`src/rtl/flash_status_pkg.sv`:
```
// Shared mode encoding and status bit positions for the flash status generator.
package flash_status_pkg;

    typedef enum logic [1:0] {
        OP_IDLE    = 2'd0,
        OP_PROGRAM = 2'd1,
        OP_ERASE   = 2'd2,
        OP_SUSPEND = 2'd3
    } op_mode_e;

    localparam int POLL_BIT  = 7;
    localparam int TOG_A_BIT = 6;
    localparam int TOG_B_BIT = 2;
    localparam int NUM_TOG   = 2;

endpackage

```
`src/rtl/fsg_toggle_bit.sv`:
```
// One toggle flip-flop. It inverts on each read-strobe fall pulse while its
// condition is true. Assumes fall_pulse is a one-cycle pulse from the parent.
module fsg_toggle_bit (
    input  logic clk,
    input  logic rst_n,
    input  logic fall_pulse,
    input  logic cond,
    output logic q
);
    logic fire;
    assign fire = fall_pulse && cond;

    // Invert the stored bit on each qualifying strobe fall.
    always_ff @(posedge clk) begin
        if (!rst_n) q <= 1'b0;
        else if (fire) q <= ~q;
    end

    AST_TOG_HOLD: assert property (@(posedge clk) disable iff (!rst_n)
        !fire |=> $stable(q));
    AST_TOG_FLIP: assert property (@(posedge clk) disable iff (!rst_n)
        fire |=> (q != $past(q)));
endmodule

```
`src/rtl/fsg_settle_timer.sv`:
```
// Opens a settle window when the mode changes from program/erase to idle.
// The window lasts SETTLE_CYCLES clock edges. Assumes the mode is synchronous to clk.
module fsg_settle_timer #(
    parameter int SETTLE_CYCLES = 125
) (
    input  logic clk,
    input  logic rst_n,
    input  logic busy,
    input  logic idle,
    output logic active
);
    localparam int CNT_W = $clog2(SETTLE_CYCLES + 1);

    logic             prev_busy;
    logic [CNT_W-1:0] cnt;

    // Remember whether the previous cycle held a running operation.
    always_ff @(posedge clk) begin
        if (!rst_n) prev_busy <= 1'b0;
        else        prev_busy <= busy;
    end

    // Load on completion, count down while idle, clear otherwise.
    always_ff @(posedge clk) begin
        if (!rst_n)             cnt <= '0;
        else if (!idle)         cnt <= '0;
        else if (prev_busy)     cnt <= CNT_W'(SETTLE_CYCLES);
        else if (cnt != '0)     cnt <= cnt - 1'b1;
    end

    assign active = idle && (prev_busy || (cnt != '0));

    AST_SETTLE_BOUND: assert property (@(posedge clk) disable iff (!rst_n)
        cnt <= CNT_W'(SETTLE_CYCLES));
    AST_SETTLE_LOAD: assert property (@(posedge clk) disable iff (!rst_n)
        (prev_busy && idle) |=> (cnt == CNT_W'(SETTLE_CYCLES)));
endmodule

```
`src/rtl/fsg_status_mux.sv`:
```
// Substitutes the polling and toggle bits into the array word for the mode.
// Purely combinational. Assumes in_sect and the toggle bits come from the parent.
module fsg_status_mux #(
    parameter int DATA_W = 16
) (
    input  flash_status_pkg::op_mode_e mode,
    input  logic              susp_prog,
    input  logic              in_sect,
    input  logic              settle,
    input  logic              tog_a,
    input  logic              tog_b,
    input  logic [DATA_W-1:0] array_data,
    output logic [DATA_W-1:0] rd_data
);
    import flash_status_pkg::*;

    // Choose the returned word from mode, sector match and settle state.
    always_comb begin
        rd_data = array_data;
        case (mode)
            OP_PROGRAM: begin
                rd_data[POLL_BIT]  = ~array_data[POLL_BIT];
                rd_data[TOG_A_BIT] = tog_a;
            end
            OP_ERASE: begin
                rd_data[POLL_BIT]  = 1'b0;
                rd_data[TOG_A_BIT] = tog_a;
                rd_data[TOG_B_BIT] = tog_b;
            end
            OP_SUSPEND: begin
                if (in_sect) begin
                    rd_data[POLL_BIT]  = 1'b1;
                    rd_data[TOG_A_BIT] = 1'b1;
                    rd_data[TOG_B_BIT] = tog_b;
                end else if (susp_prog) begin
                    rd_data[POLL_BIT]  = ~array_data[POLL_BIT];
                    rd_data[TOG_A_BIT] = tog_a;
                end
            end
            default: begin
                if (settle) begin
                    rd_data           = ~array_data;
                    rd_data[POLL_BIT] = array_data[POLL_BIT];
                end
            end
        endcase
    end
endmodule

```
`src/rtl/flash_status_gen.sv`:
```
// Top of the status generator. It detects read-strobe falls, keeps the two
// toggle flip-flops, runs the settle timer and drives the status mux.
// Assumes all inputs are synchronous to clk and rd_addr is held through the strobe fall.
module flash_status_gen #(
    parameter int DATA_W        = 16,
    parameter int ADDR_W        = 20,
    parameter int SECT_W        = 8,
    parameter int SETTLE_CYCLES = 125
) (
    input  logic              clk,
    input  logic              rst_n,
    input  logic [1:0]        op_mode,
    input  logic              susp_prog,
    input  logic [SECT_W-1:0] susp_sector,
    input  logic [ADDR_W-1:0] rd_addr,
    input  logic              rd_strobe,
    input  logic [DATA_W-1:0] array_data,
    output logic [DATA_W-1:0] rd_data
);
    import flash_status_pkg::*;

    op_mode_e           mode;
    logic               strobe_q;
    logic               fall_pulse;
    logic               in_sect;
    logic               settle;
    logic [NUM_TOG-1:0] tog_cond;
    logic [NUM_TOG-1:0] tog_q;

    assign mode    = op_mode_e'(op_mode);
    assign in_sect = (rd_addr[ADDR_W-1 -: SECT_W] == susp_sector);

    // Delay the strobe by one cycle to find its falling edge.
    always_ff @(posedge clk) begin
        if (!rst_n) strobe_q <= 1'b0;
        else        strobe_q <= rd_strobe;
    end
    assign fall_pulse = strobe_q && !rd_strobe;

    // Toggle conditions: index 0 drives bit 6, index 1 drives bit 2.
    always_comb begin
        tog_cond[0] = (mode == OP_PROGRAM) || (mode == OP_ERASE) ||
                      ((mode == OP_SUSPEND) && susp_prog && !in_sect);
        tog_cond[1] = (mode == OP_ERASE) || ((mode == OP_SUSPEND) && in_sect);
    end

    for (genvar gi = 0; gi < NUM_TOG; gi++) begin : g_tog
        fsg_toggle_bit u_tog (
            .clk        (clk),
            .rst_n      (rst_n),
            .fall_pulse (fall_pulse),
            .cond       (tog_cond[gi]),
            .q          (tog_q[gi])
        );
    end

    fsg_settle_timer #(.SETTLE_CYCLES(SETTLE_CYCLES)) u_settle (
        .clk    (clk),
        .rst_n  (rst_n),
        .busy   ((mode == OP_PROGRAM) || (mode == OP_ERASE)),
        .idle   (mode == OP_IDLE),
        .active (settle)
    );

    fsg_status_mux #(.DATA_W(DATA_W)) u_mux (
        .mode       (mode),
        .susp_prog  (susp_prog),
        .in_sect    (in_sect),
        .settle     (settle),
        .tog_a      (tog_q[0]),
        .tog_b      (tog_q[1]),
        .array_data (array_data),
        .rd_data    (rd_data)
    );

    AST_PROG_POLL_INV: assert property (@(posedge clk) disable iff (!rst_n)
        (mode == OP_PROGRAM) |-> (rd_data[POLL_BIT] != array_data[POLL_BIT]));
    AST_ERASE_POLL_LOW: assert property (@(posedge clk) disable iff (!rst_n)
        (mode == OP_ERASE) |-> !rd_data[POLL_BIT]);
    AST_SUSP_SECT_HIGH: assert property (@(posedge clk) disable iff (!rst_n)
        ((mode == OP_SUSPEND) && in_sect) |-> (rd_data[POLL_BIT] && rd_data[TOG_A_BIT]));
    AST_SUSP_PLAIN: assert property (@(posedge clk) disable iff (!rst_n)
        ((mode == OP_SUSPEND) && !in_sect && !susp_prog) |-> (rd_data == array_data));
    AST_PROG_B_HOLD: assert property (@(posedge clk) disable iff (!rst_n)
        (fall_pulse && (mode == OP_PROGRAM)) |=> $stable(tog_q[1]));
endmodule

```
`config.mk`:
```
export PLATFORM = sky130hd
export DESIGN_NAME = flash_status_gen
export DESIGN_NICKNAME = d
export VERILOG_FILES = /design/src/rtl/flash_status_pkg.sv /design/src/rtl/fsg_toggle_bit.sv /design/src/rtl/fsg_settle_timer.sv /design/src/rtl/fsg_status_mux.sv /design/src/rtl/flash_status_gen.sv
export SDC_FILE = /design/constraint.sdc
export NUM_CORES = 1
export LEC_CHECK = 0
export BUFFER_PORTS_ARGS = -buffer_cell sky130_fd_sc_hd__buf_2
export CORE_MARGIN = 2
export CORE_UTILIZATION = 35
export CTS_CLUSTER_SIZE = 12
export DETAILED_ROUTE_END_ITERATION = 7
export PLACE_DENSITY = 0.73
export SLEW_MARGIN = 20
export SYNTH_ARGS = -nofsm -noshare
export SYNTH_HDL_FRONTEND = slang
export SYNTH_SLANG_ARGS = --single-unit
```
`constraint.sdc`:
```
create_clock -name clk -period 2.8 [get_ports clk]
set_input_delay 0.14 -clock clk [delete_from_list [all_inputs] [get_ports clk]]
set_output_delay 0.14 -clock clk [all_outputs]
set_load 0.01 [all_outputs]
```
After elaboration in Yosys (flattened, before gate mapping):

Cells that the tools add are included.

* bits in registers: 11
* input bits: 50
* logic and storage cells: 47
* output and inout port bits: 16

* bitwise logic cells: 6
* add/subtract/negate cells: 1
* eq/ne operators: 4
* mux-type cells: 11
* reductions and logical operators: 19

Operator list (count)
* two-way mux 16 bit: 1
* inverter 16 bit: 1
* two-way mux 7 bit: 2
* == test 8 bit: 1
* two-way mux 8 bit: 1
* logical AND 1 bit: 7
* nonzero test 7 bit: 1
* subtractor 7 x 1 -> 7 bit, second input constant: 1
* two-way mux 2 bit: 3
* case mux 2 bit (3 select lines): 1
* OR reduction 3 bit: 2
* inverter 1 bit: 5
* == test 2 bit, second input constant: 2
* logical OR 1 bit: 4
* two-way mux 3 bit: 1
* case mux 1 bit (3 select lines): 1
* == test 2 x 1 -> 1 bit, second input constant: 1
* zero test 1 bit: 2
* zero test 2 bit: 1
* AND reduction 2 bit: 1
* nonzero test 2 bit: 1
* two-way mux 1 bit: 1

Longest topological paths before layout:

Gate-level depths: netlist of run 1.

* depth in word-level cells: 5
* mapped depth: 7
* depth with buffers taken out: 6

By module:

A second synthesis of run 1 with hierarchy kept.

* cell total of the unflattened synthesis: 108
* area, all modules: 960.9 um^2

By module, submodules not included
* fsg_settle_timer: area each 410.4 um^2, instances 1, cells an instance 44, seq. area each 160.2 um^2
* fsg_status_mux: area each 277.8 um^2, instances 1, cells an instance 32, seq. area each 0.0 um^2
* flash_status_gen: area each 185.2 um^2, instances 1, cells an instance 22, seq. area each 20.0 um^2
* fsg_toggle_bit: area each 43.8 um^2, instances 2, cells an instance 5, seq. area each 20.0 um^2

Worst setup path after synthesis of run 1:

No wires, ideal clock.

* path type: reg-to-output
* start: register u_settle.cnt[3]
* end: output rd_data[2]
* arrival: 1652 ps
* buffers on the path: 0
* slack: 1008 ps
* data required time: 2660 ps
* stages on the path, launching flop included: 5
* cells stage by stage: dfxtp_1 > or3_4 > o41ai_4 > xor2_1 > a211oi_1

* cells in the longest elaborated chain, start to end: 5

RTL lines
* start, declared: RTL line fsg_settle_timer.sv:15 `logic [CNT_W-1:0] cnt;`
* start signal, assigned: RTL line fsg_settle_timer.sv:27 `else if (prev_busy) cnt <= CNT_W'(SETTLE_CYCLES);`
* start signal, assigned: RTL line fsg_settle_timer.sv:28 `else if (cnt != '0) cnt <= cnt - 1'b1;`
* nonzero test 7 bit: RTL line fsg_settle_timer.sv:31 `assign active = idle && (prev_busy || (cnt != '0));`
* logical OR 1 bit: RTL line fsg_settle_timer.sv:31
* logical AND 1 bit: RTL line fsg_settle_timer.sv:31
* two-way mux 16 bit: RTL line fsg_status_mux.sv:41 `if (settle) begin`
* case mux 1 bit (3 select lines): RTL line fsg_status_mux.sv:20 `case (mode)`
* end, declared: RTL line flash_status_gen.sv:18 `output logic [DATA_W-1:0] rd_data`

Every way passes these cells.

Worst setup path after layout of run 1:

Ends and elaborated chain as after synthesis.

==> results list, run 1 <==
- Postcts setup bufs: 0
- Measured in cells, the most critical reg-to-reg path has a length of 5.
- Normalized max-slew margin: between 50% and 60%
- Standard-cell rows: 19
- Using the TritonRoute via totals, the vias-per-cell ratio works out to roughly 5.3.
- 66 I/O pins were placed.
* Gate count of the mapped netlist: approximately 120
- Residual DRC: 0
- Port-buffer cells: 53
* Area Growth Syn to Fin: 31.2%
- VDD IR max: approximately 240 uV
* Antenna fix cells: 0
- The net count of the finished layout is between 200 and 250.
- H-tree Lvls: 1
- Flop-to-flop setup slack: 0.96 ns
- On the worst path, the slowest cell contributes a delay of 0.51 ns.
- After synthesis, the largest family of logic cells by area is simple AND/OR/NAND/NOR gates.
- Worst setup slack after placement: between 0.8 and 0.9 ns
- CTS clk-pin slew, worst paths: approximately 0.070 ns
* Number of synthesized flops with an enable pin: 0
- Cell-by-cell listing of the critical path: or3_4, o41ai_4, xor2_1, a211oi_1, buf_2
- Max-cap violations in this run came to 0.
- The number of clock buffers added by TritonCTS is 3.
- Once routing completed, OpenROAD measured the worst setup slack at roughly 0.5 ns.
- Number of sinks driven by the clock tree: 11
- The largest total area in the synthesized netlist belongs to sky130_fd_sc_hd__dfxtp_1.
- Counting flops with an async set or reset pin after synthesis yields a share of 0%.
- Along the worst path, the maximum fanout reaches 7.
- The synthesized netlist devotes 18.2% of its cell area to compound gates.
- The count of endpoints failing hold in the final timing report came to 0.
- Routability cong.: 0.806
- In the post-synthesis netlist, the biggest area contributors are sky130_fd_sc_hd__dfxtp_1 22%, sky130_fd_sc_hd__xnor2_1 12%, sky130_fd_sc_hd__xor2_1 9.4%.
* CP Data Arrival Time: about 2.2 ns
- For the final routed database, the setup TNS stands at 0 ns.
- Counting both buffers and inverters, the worst setup path holds a total of 1.
- For this run the aggregate overflow at the end of global routing stands at 0.
- Worst R2R End: u_settle.cnt[1]
* Final Routed Wirelength: 2.47 mm
- Largest net degree at the start of global routing: 14
- The core region is ~2800 um2.
* Number of distinct library cells after synthesis: 40
- sky130_fd_sc_hd__xnor2_1 is the most common cell in the netlist.
* Full die area: 3360 um2
* Buffer levels on the longest clock path: 2
* Warnings, synthesis: 0
* Total power consumption of the routed design: a little over 0.5 mW
- The detail route stage leaves a number of antenna-violating nets equal to 0.
- At the later pin of the worst-skew pair, clock insertion delay measures about 0.27 ns.
* Leading register cell type out of synthesis: sky130_fd_sc_hd__dfxtp_1
- The worst setup path is launched from a flop.
* Simple-gate portion of the synthesized area: around 27%
* Gate family responsible for the most delay along the worst path: compound AO/OA/AOI/OAI gates
* FMAX: around 0.43 GHz
- After synthesis, the mean cell area works out to between 8 and 9 um2.
* 1st-iter DRT viols: 38
- Worst flop-to-flop path startpoint: u_settle.cnt[0]
- The clock period could shrink to between 2 and 2.5 ns.
- After clock tree synthesis, the flow added hold-fix buffers numbering 0.
* Crit. path cell count: 5
- Share of the yosys chip area belonging to registers: 21.6%
- Pwr dens: approximately 380 nW/um2
- Number of failing setup endpoints in the final timing report: 0
- Detailed-placement wirelength estimate: 2.05 mm
* Vias: 1066
* GRT Resource Usage Total: between 10% and 20%
* Root buffer cell: sky130_fd_sc_hd__clkbuf_4
- Post-synthesis register bit count: 11
* Wire length of the first global-routing pass: about 4 mm
* Setup repair after global routing missed its margin: false
- Endpoint of the most critical setup path: rd_data[2]
- Final setup skew: 0.00387 ns
* Pre-antenna DRT Iters: 6
- Ranked by instance count, the synthesized netlist is headed by 14 x sky130_fd_sc_hd__xnor2_1, 11 x sky130_fd_sc_hd__dfxtp_1, 11 x sky130_fd_sc_hd__xor2_1.
* Critical path launch point: u_settle.cnt[3]
- Cells with a size suffix above 1 make up 36.6% of the layout.
* Gates resized, CTS repair: 0
- The run finished with clean final reports.
* Non-filler cells in the finished layout: 203
- Multiplexer fraction of the synthesized cell area: 0%
* TritonCTS clock tree: built
- From left edge to right edge, the die measures 58.0 um.
- Initial core utilization: around 37%
- Synthesis produced a netlist with a net count of 173.
* Number of antenna violations at the first check in global routing: 0
- P_leak: 0.591 nW
* Die Y-Extent: roughly 58 um
- Worst hold path type: input pin to flop
- Max-slew violation count: 0
- Dividing the final minimum period by the clock period gives between 80 and 90%.
- The worst setup path is of the flop to output port kind.
- Area fraction of the dominant cell type after synthesis: 21.6%
- WP data required: around 2.7 ns
* Average wire per standard cell: 12.2 um
* Placed instance count: 199
- Transition time of the tightest slew-check pin: about 0.73 ns
- On the critical path, the stage with the largest delay is an instance of sky130_fd_sc_hd__o41ai_4.
- Adder and majority gate portion of the synthesized area: 7.36%
- Vias in the first global route: ~1000
* Critical path endpoint category: output port
* Post-synthesis xor/xnor area fraction: around 21%
- Worst hold slack after final layout: between 0.1 and 0.15 ns
- After synthesis the cells add up to 1020 um2.
## per-stage QoR
| stage | utilization, % | instance area, um2 |
|---|---|---|
| 6_report | 48.5 | 1340 |
| 3_3_place_gp | 47.5 | 1310 |
| 5_1_grt | 48.5 | 1340 |
| 3_5_place_dp | 47.5 | 1310 |
| 4_1_cts | 48.5 | 1340 |
| 2_1_floorplan | - | 1020 |
## layout make-up
| class | count | area, um2 |
|---|---|---|
| Fill cell | 279 | 1420 |
| Tap cell | 31 | 38.8 |
| Sequential cell | 11 | 220 |
| Timing Repair Buffer | 54 | 273 |
| Inverter | 6 | 22.5 |
| Multi-Input combinational cell | 97 | 757 |
| Clock buffer | 4 | 26.3 |
## worst min path at each step
stage	cells past startpoint	from	endpoint	slack, ns
2_1_floorplan	1	rd_strobe	strobe_q	0.27
3_3_place_gp	2	rd_strobe	strobe_q	0.38
3_5_place_dp	2	rd_strobe	strobe_q	0.39
4_1_cts	2	rd_strobe	strobe_q	0.10
5_1_grt	2	rd_strobe	strobe_q	0.12
6_report	2	rd_strobe	strobe_q	0.11
## state kept, by name, summed over array words and instances (netlist names)
signal              flops
strobe_q                1
u_settle.prev_busy      1
u_settle.cnt            7
g_tog.u_tog.q           2
## kinds of logic (layout without fill, tap and decap cells)
family                   Yosys count  in the layout
XOR/XNOR                          25             25
AND/OR/NAND/NOR                   41             41
buffers and inverters              9             64
adder cells (fa/ha/maj)            6              6
flip-flops                        11             11
AO/OA/AOI/OAI                     25             25
## power breakdown
part / internal (mW) / switching, mW
Combinational: 0.107 / 0.111
Clock: 0.0551 / 0.0531
Sequential: 0.170 / 0.0163
## worst register-to-register path: stages, from the launching register on
cell                        delay, ns
sky130_fd_sc_hd__dfxtp_1         0.33
sky130_fd_sc_hd__inv_1           0.06
sky130_fd_sc_hd__ha_1            0.21
sky130_fd_sc_hd__nand2b_4        0.10
sky130_fd_sc_hd__or4b_1          0.61
sky130_fd_sc_hd__a2111oi_0       0.42
## routing by layer
| layer | up-vias | routed length, um | track usage, % |
|---|---|---|---|
| met5 | - | 0 | 0 |
| met4 | 0 | 12 | 3.99 |
| met3 | 2 | 142 | 3.57 |
| met2 | 44 | 1340 | 27.9 |
| met1 | 484 | 974 | 16.8 |
| li1 | 536 | - | - |
## cell usage in the layout, fill, tap and decap left out, types with 3 or more instances in the layout
| cell | netlist | routed |
|---|---|---|
| sky130_fd_sc_hd__xor2_1 | 11 | 11 |
| sky130_fd_sc_hd__a31oi_1 | 3 | 3 |
| sky130_fd_sc_hd__nor2_1 | 5 | 5 |
| sky130_fd_sc_hd__nand2b_1 | 3 | 3 |
| sky130_fd_sc_hd__ha_1 | 6 | 6 |
| sky130_fd_sc_hd__inv_1 | 6 | 6 |
| sky130_fd_sc_hd__nand2_1 | 4 | 4 |
| sky130_fd_sc_hd__nand3_1 | 4 | 4 |
| sky130_fd_sc_hd__nor2b_1 | 3 | 3 |
| sky130_fd_sc_hd__o21ai_0 | 3 | 3 |
| sky130_fd_sc_hd__xnor2_1 | 14 | 14 |
| sky130_fd_sc_hd__dfxtp_1 | 11 | 11 |
| sky130_fd_sc_hd__clkbuf_4 | 0 | 3 |
| sky130_fd_sc_hd__nand4b_1 | 4 | 4 |
| sky130_fd_sc_hd__buf_2 | 0 | 53 |
| sky130_fd_sc_hd__a21oi_1 | 8 | 8 |
Note: power is estimated with default switching activity, not from simulation.
==> run 2, diff against run 1 <==
==> constraint.sdc (replaced) <==
create_clock -name clk -period 2.26 [get_ports clk]
set_input_delay 0.113 -clock clk [delete_from_list [all_inputs] [get_ports clk]]
set_output_delay 0.113 -clock clk [all_outputs]
set_load 0.01 [all_outputs]
==> results list, run 2 (synthesis gave the netlist of run 1 again) <==
* Run status: finished, final reports clean
- The aggregate global routing overflow came to 0 (unchanged).
- Stage delay of the slowest cell on the critical path: 0.41 ns (-0.10 ns)
- The flip-flop count of the largest register, all copies and words added was 7 (unchanged).
- The number of port buffers was 53 (unchanged).
* Area post-placement: 1330 um2 (+1.7%)
- Total count of hold-check failures in the final report: 0 (unchanged)
- The highest metal layer carrying signal wires in the routed design is met4.
* 1st-iter DRT viols: 14 (-63%)
- GRT Resource Usage Total: 15.2% (+0.23 points)
- Average vias per placed instance: 5.17 (-1.5%)
* Internal portion of total power: 0.412 mW (+24%)
- Die Y-Extent: 58.0 um (unchanged)
- The number of setup buffers added after CTS was 0 (unchanged).
* VDD IR max: 415 uV (+74%)
- Finished Core Util: 49.4% (+0.86 points)
- Clock Power Share: 21.6% (+0.5 points)
* Antenna fix cells: 0 (unchanged)
* Worst flop-to-flop path startpoint: u_settle.cnt[0]
- The clock skew after layout is 0.00127 ns (-0.00260 ns).
- The die span in x is 58.0 um (unchanged).
- Crit share post-route: roughly 92%
- The clock latency on the worst-skew pair is 0.27 ns (about the same).
* Post-route met1 wirelength: 983 um (+0.92%)
- Average wire per standard cell: 11.9 um (-1.9%)
- The met3 wire length is 124 um (-13%).
- Root buffer cell: sky130_fd_sc_hd__clkbuf_4
- Number of buffers inserted by hold repair at cts: 0 (unchanged)
* Crit. path cell count: 5 (unchanged)
- The total clock sinks is 11 (unchanged).
- The final net count came to 232 (+1.3%).
- Vias in the first global route: 974 (-2.0%)
- Largest net degree at the start of global routing: 14 (unchanged)
- The number of maximum-capacitance violations is 0 (unchanged).
* Routability cong.: 0.817 (+1.3%)
- Pwr dens: 472 nW/um2 (+23%)
- Full die area: 3360 um2 (unchanged)
- The number of cells on the worst reg-to-reg path was 5 (unchanged).
- TritonCTS built the clock tree.
- The count of antenna-violating nets left after detailed routing was 0 (unchanged).
- The largest registers in the layout are u_settle.cnt (7), g_tog.u_tog.q (2).
- Worst Path Class, Setup: flop to output port
* Normalized max-slew margin: 71.6% (+20 points)
- The buffers plus inverters on the worst setup path is 2 (+1).
* Routed length on met2: 1.35 mm (+0.45%)
* Most common cell after layout, fill and taps aside: sky130_fd_sc_hd__buf_2
- The number of iterations in the first detailed-routing pass came to 4 (-2).
- Commonest cells after routing, fill and taps aside: 53 x sky130_fd_sc_hd__buf_2, 14 x sky130_fd_sc_hd__xnor2_1, 11 x sky130_fd_sc_hd__xor2_1, 11 x sky130_fd_sc_hd__dfxtp_1, 8 x sky130_fd_sc_hd__a21oi_1
* Gates resized, CTS repair: 0 (unchanged)
- The fraction of power spent switching nets is 35.9% (+0.69 points).
* Initial core utilization: 37.0% (unchanged)
- Transition time of the tightest slew-check pin: 0.421 ns (-0.305 ns)
* Detailed-placement wirelength estimate: 2.07 mm (+1.1%)
- Crit-path slowest cell: sky130_fd_sc_hd__or3_4
- The clock transition time at the flip-flop clock pins of the worst setup and hold paths was 0.08 ns (about the same).
- The worst-case clock buffer depth is 2 (unchanged).
* Gate family responsible for the most delay along the worst path: buffers and inverters
- For the finished layout, the period the worst path requires is between 2 and 2.5 ns.
* Wire length of the first global-routing pass: 4.13 mm (+2.8%)
- Critical path endpoint category: output port
* Worst hold slack after final layout: 0.0691 ns (-0.0383 ns)
* Worst-path maximum fanout: 9 (+2)
- Setup repair after global routing left no endpoint under its margin.
* Residual DRC: 0 (unchanged)
* Number of failing setup endpoints in the final timing report: 0 (unchanged)
- The total count of max-transition violations in the final report is 0 (unchanged).
- Placed instance count: 202 (+1.5%)
* H-tree Lvls: 1 (unchanged)
- Non-filler cells in the finished layout: 206 (+1.5%)
- Vias: 1065 (-0.094%)
- The sequential fraction of design power is 36.1% (-0.3 points).
* Depth of the worst hold-timing path: 2 (unchanged)
- The fraction of power consumed by combinational cells was 42.3% (about the same).
- The site row count came to 19 (unchanged).
* Finished Cell Area: 1360 um2 (+1.8%)
- Area inside the core boundary: 2760 um2 (unchanged)
- Final Routed Wirelength: 2.46 mm (-0.45%)
* Top reg by flops: u_settle.cnt
- WP data required: 2.15 ns (-0.51 ns)
- NetSw: 0.231 mW (+28%)
- P_leak: 0.608 nW (+3.0%)
- The initial antenna violation count is 0 (unchanged).
* Setup total negative slack: 0 ns (unchanged)
* Startpoint type of the worst setup path: flop
- The fraction of final layout cells sized beyond drive strength 1 was 38.3% (+1.7 points).
* Number of primary I/O pins: 66 (unchanged)
- Cell-by-cell listing of the critical path: or3_4, o41ai_4, buf_4, xnor2_1, buf_2
- Area Growth Syn to Fin: 33.5%
* CTS buffer count: 3 (unchanged)
- The min-delay analysis places its worst path in the category input pin to flop.
- The most critical setup path has its startpoint at u_settle.cnt[3].
- CP Data Arrival Time: 1.97 ns (-0.20 ns)
- FMAX: 0.480 GHz
- Min-delay src: rd_strobe
-- run 2: worst register-to-register path, stage by stage (launching register included) --
cell and delay, ns:
sky130_fd_sc_hd__dfxtp_1 0.33, sky130_fd_sc_hd__inv_1 0.06, sky130_fd_sc_hd__ha_1 0.21, sky130_fd_sc_hd__nand2b_4 0.10, sky130_fd_sc_hd__or4b_1 0.61, sky130_fd_sc_hd__a2111oi_0 0.42
-- run 2: worst paths after layout --
| check | slack (ns) | endpoint |
|---|---|---|
| max | 0.18 | rd_data[11] |
| min | 0.07 | strobe_q |
| min reg2reg | 0.49 | u_settle.cnt[1] |
| max reg2reg | 0.43 | u_settle.cnt[1] |
-- run 2: power by group through the flow --
| stage | Clock (mW) | Sequential (mW) | Combinational [mW] |
|---|---|---|---|
| 5_1_grt | 0.156 | 0.236 | 0.299 |
| 6_report | 0.139 | 0.232 | 0.272 |
| 2_1_floorplan | 0 | 0.230 | 0.177 |
| 3_3_place_gp | 0 | 0.234 | 0.264 |
| 3_5_place_dp | 0 | 0.235 | 0.274 |
| 4_1_cts | 0.145 | 0.231 | 0.275 |
-- run 2: routing by layer --
layer	track usage, %	vias up
met5	0	-
met2	28.2	33
met1	17.6	489
li1	-	541
met3	3.57	2
met4	2.99	0
-- run 2: final cells by class --
class	instances	area (um2)
fill	284	1400
multi-input combinational	97	757
clock inverter	1	5.00
clock buffer	3	22.5
timing repair buffer	57	295
tap	31	38.8
inverter	6	22.5
sequential	11	220
-- run 2: stage by stage --
step | setup slack (ns) | power (mW)
2_1_floorplan | 0.495 | 0.407
3_3_place_gp | 0.483 | 0.498
3_5_place_dp | 0.391 | 0.510
4_1_cts | 0.149 | 0.651
5_1_grt | 0.00561 | 0.690
6_report | 0.178 | 0.643
==> run 3, diff against run 2 <==
--- a/config.mk
+++ b/config.mk
@@ -7,10 +7,10 @@
 export LEC_CHECK = 0
 export BUFFER_PORTS_ARGS = -buffer_cell sky130_fd_sc_hd__buf_2
 export CORE_MARGIN = 2
-export CORE_UTILIZATION = 35
+export CORE_UTILIZATION = 42
 export CTS_CLUSTER_SIZE = 12
 export DETAILED_ROUTE_END_ITERATION = 7
-export PLACE_DENSITY = 0.73
+export PLACE_DENSITY = 0.85
 export SLEW_MARGIN = 20
 export SYNTH_ARGS = -nofsm -noshare
 export SYNTH_HDL_FRONTEND = slang
==> results list, run 3 (synthesis gave the netlist of run 1 again) <==
* Final setup skew: 0.00370 ns (+0.00243 ns)
- The worst-case clock buffer depth is 2 (unchanged).
- The final net count came to 230 (-0.86%).
- The total I/O pin count was 66 (unchanged).
- The slowest stage of the critical path is the sky130_fd_sc_hd__or3_4 cell.
* Run status: finished, final reports clean
- CTS clk-pin slew, worst paths: 0.08 ns (about the same)
- Post-layout worst setup margin: 0.175 ns (-0.00302 ns)
* Full die area: 2840 um2 (-16%)
* Share of post-route cells with drive strength above 1: 37.6% (-0.71 points)
- Setup repair after global routing missed its margin: false
* Metal3 WL: 126 um (+1.6%)
* Largest net degree at the start of global routing: 14 (unchanged)
* P_leak: 0.600 nW (-1.3%)
- Number of sinks driven by the clock tree: 11 (unchanged)
- The routed wire length on met2 came to 1.43 mm (+6.2%).
* Largest registers: u_settle.cnt (7), g_tog.u_tog.q (2)
- The number of vias per cell was 5.28 (+2.1%).
* Worst hold path type: input pin to flop
* Area inside the core boundary: 2250 um2 (-18%)
* Pwr dens: 481 nW/um2 (+1.9%)
* Max-slew violation count: 0 (unchanged)
- Startpoint type of the worst setup path: flop
* Number of buffers and inverters on the critical path: 2 (unchanged)
- The clock buffer count from CTS is 3 (unchanged).
- The largest fanout of any net on the critical path is 13 (+4).
* Setup total negative slack: 0 ns (unchanged)
- Transition time of the tightest slew-check pin: 0.695 ns (+0.274 ns)
- The number of fill cells in the layout is 222 (-22%).
- Area Growth Syn to Fin: 32.0%
- Average wire per standard cell: 13.1 um (+9.6%)
- Stage delay of the slowest cell on the critical path: 0.41 ns (about the same)
* Vias in the first global route: 1063 (+9.1%)
- The aggregate global routing overflow came to 0 (unchanged).
- The detailed router used layers up to and including met4.
- H-tree Lvls: 1 (unchanged)
- The clock latency on the worst-skew pair is 0.28 ns (about the same).
- The tree is rooted in a sky130_fd_sc_hd__clkbuf_4.
- Leaving out fill and tap cells, the most frequent cell in the layout is sky130_fd_sc_hd__buf_2.
- The placement-stage worst setup slack was 0.327 ns (-0.0638 ns).
* Routability cong.: 0.785 (-3.9%)
- The maximum clock rate came to 0.480 GHz (-0.15%).
- Initial core utilization: 45.2% (+8.2 points)
- Standard-cell rows: 17 (-2)
- Traced cell by cell, the critical path runs through or3_4, o41ai_4, buf_6, xnor2_1, buf_2.
- The overall routed net length is 2.63 mm (+6.9%).
* Gates resized, CTS repair: 0 (unchanged)
* Top reg by flops: u_settle.cnt
* Detailed-placement wirelength estimate: 2.18 mm (+5.3%)
- In the layout the commonest cells are 53 x sky130_fd_sc_hd__buf_2, 14 x sky130_fd_sc_hd__xnor2_1, 11 x sky130_fd_sc_hd__xor2_1, 11 x sky130_fd_sc_hd__dfxtp_1, 8 x sky130_fd_sc_hd__a21oi_1.
* Antenna fix cells: 0 (unchanged)
- The critical path required time is 2.15 ns (about the same).
- The initial antenna violation count is 0 (unchanged).
* VDD IR max: 359 uV (-14%)
- Pre-antenna DRT Iters: 4 (unchanged)
- Finished Core Util: 59.7% (+10 points)
- TritonCTS built the clock tree.
- The number of failing setup endpoints in the final timing report is 0 (unchanged).
* CP Data Arrival Time: 1.97 ns (about the same)
- Vias: 1061 (-0.38%)
- Total count of hold-check failures in the final report: 0 (unchanged)
* 1st-iter DRT viols: 8 (-6)
- Wire length of the first global-routing pass: 4.15 mm (+0.65%)
- The number of setup buffers added after CTS was 0 (unchanged).
* Worst hold slack after final layout: 0.0624 ns (-0.00663 ns)
* Number of buffers inserted by hold repair at cts: 0 (unchanged)
* # Max-Cap Violations: 0 (unchanged)
- GRT Resource Usage Total: 19.7% (+4.5 points)
- The fraction of the cycle the final worst path needs was 92.2% (+0.13 points).
* Worst Path Class, Setup: flop to output port
* Horizontal extent of the die: 53.3 um (-8.1%)
* Die Y-Extent: 53.3 um (-8.1%)
- Gate family responsible for the most delay along the worst path: buffers and inverters
- The count of antenna-violating nets left after detailed routing is 0 (unchanged).
* Normalized max-slew margin: 53.3% (-18 points)
- The worst setup path is captured at an output port.
* Port-buffer cells: 53 (unchanged)
- Post-route met1 wirelength: 1.05 mm (+7.2%)
- The DRC violation count after routing came to 0 (unchanged).
- Final critical delay including setup and external delays: 2.08 ns (+0.00302 ns)
- Number of flip-flops under the largest register name: 7 (unchanged)
==> run 3: changes by cell type in the layout (fill, tap and decap cells not counted), sizes merged <==
cell	delta
buf	-2
==> run 3: power breakdown <==
part	internal [mW]	switching, mW
clock	0.0658	0.0755
sequential	0.211	0.0224
combinational	0.134	0.139
total	0.411	0.237
==> run 3: path summary, 6_finish.rpt <==
path	start	endpoint	slack (ns)	cells after the start
min	rd_strobe	strobe_q	0.06	2
min reg2reg	u_settle.prev_busy	u_settle.cnt[1]	0.51	1
max reg2reg	u_settle.cnt[0]	u_settle.cnt[1]	0.33	5
max	u_settle.cnt[3]	rd_data[0]	0.18	5
==> run 3: worst reg2reg max path: stages (launching register included) <==
cell and delay, ns:
sky130_fd_sc_hd__dfxtp_1 0.33, sky130_fd_sc_hd__inv_1 0.06, sky130_fd_sc_hd__ha_1 0.20, sky130_fd_sc_hd__nand2b_4 0.10, sky130_fd_sc_hd__or4b_1 0.63, sky130_fd_sc_hd__a2111oi_0 0.49
==> run 3: area by class of cell <==
| class | instances | area, um2 | area share (%) |
|---|---|---|---|
| clock buffer | 3 | 22.5 | 1.67 |
| clock inverter | 1 | 5.00 | 0.372 |
| inverter | 6 | 22.5 | 1.67 |
| multi-input combinational | 97 | 757 | 56.2 |
| sequential | 11 | 220 | 16.4 |
| tap | 28 | 35.0 | 2.60 |
| timing repair buffer | 55 | 284 | 21.1 |
==> run 3: per-stage QoR <==
step,area (um2),total power [mW],cells
floorplan,1020,0.407,117
global placement,1320,0.494,197
detailed placement,1320,0.510,197
CTS,1340,0.652,201
global route,1350,0.690,201
finish,1350,0.648,201
==> run 3: routing by layer <==
| layer | vias up | track usage [%] |
|---|---|---|
| li1 | 536 | - |
| met1 | 494 | 21.7 |
| met2 | 27 | 35.0 |
| met3 | 4 | 6.21 |
| met4 | 0 | 6.84 |
| met5 | - | 0 |
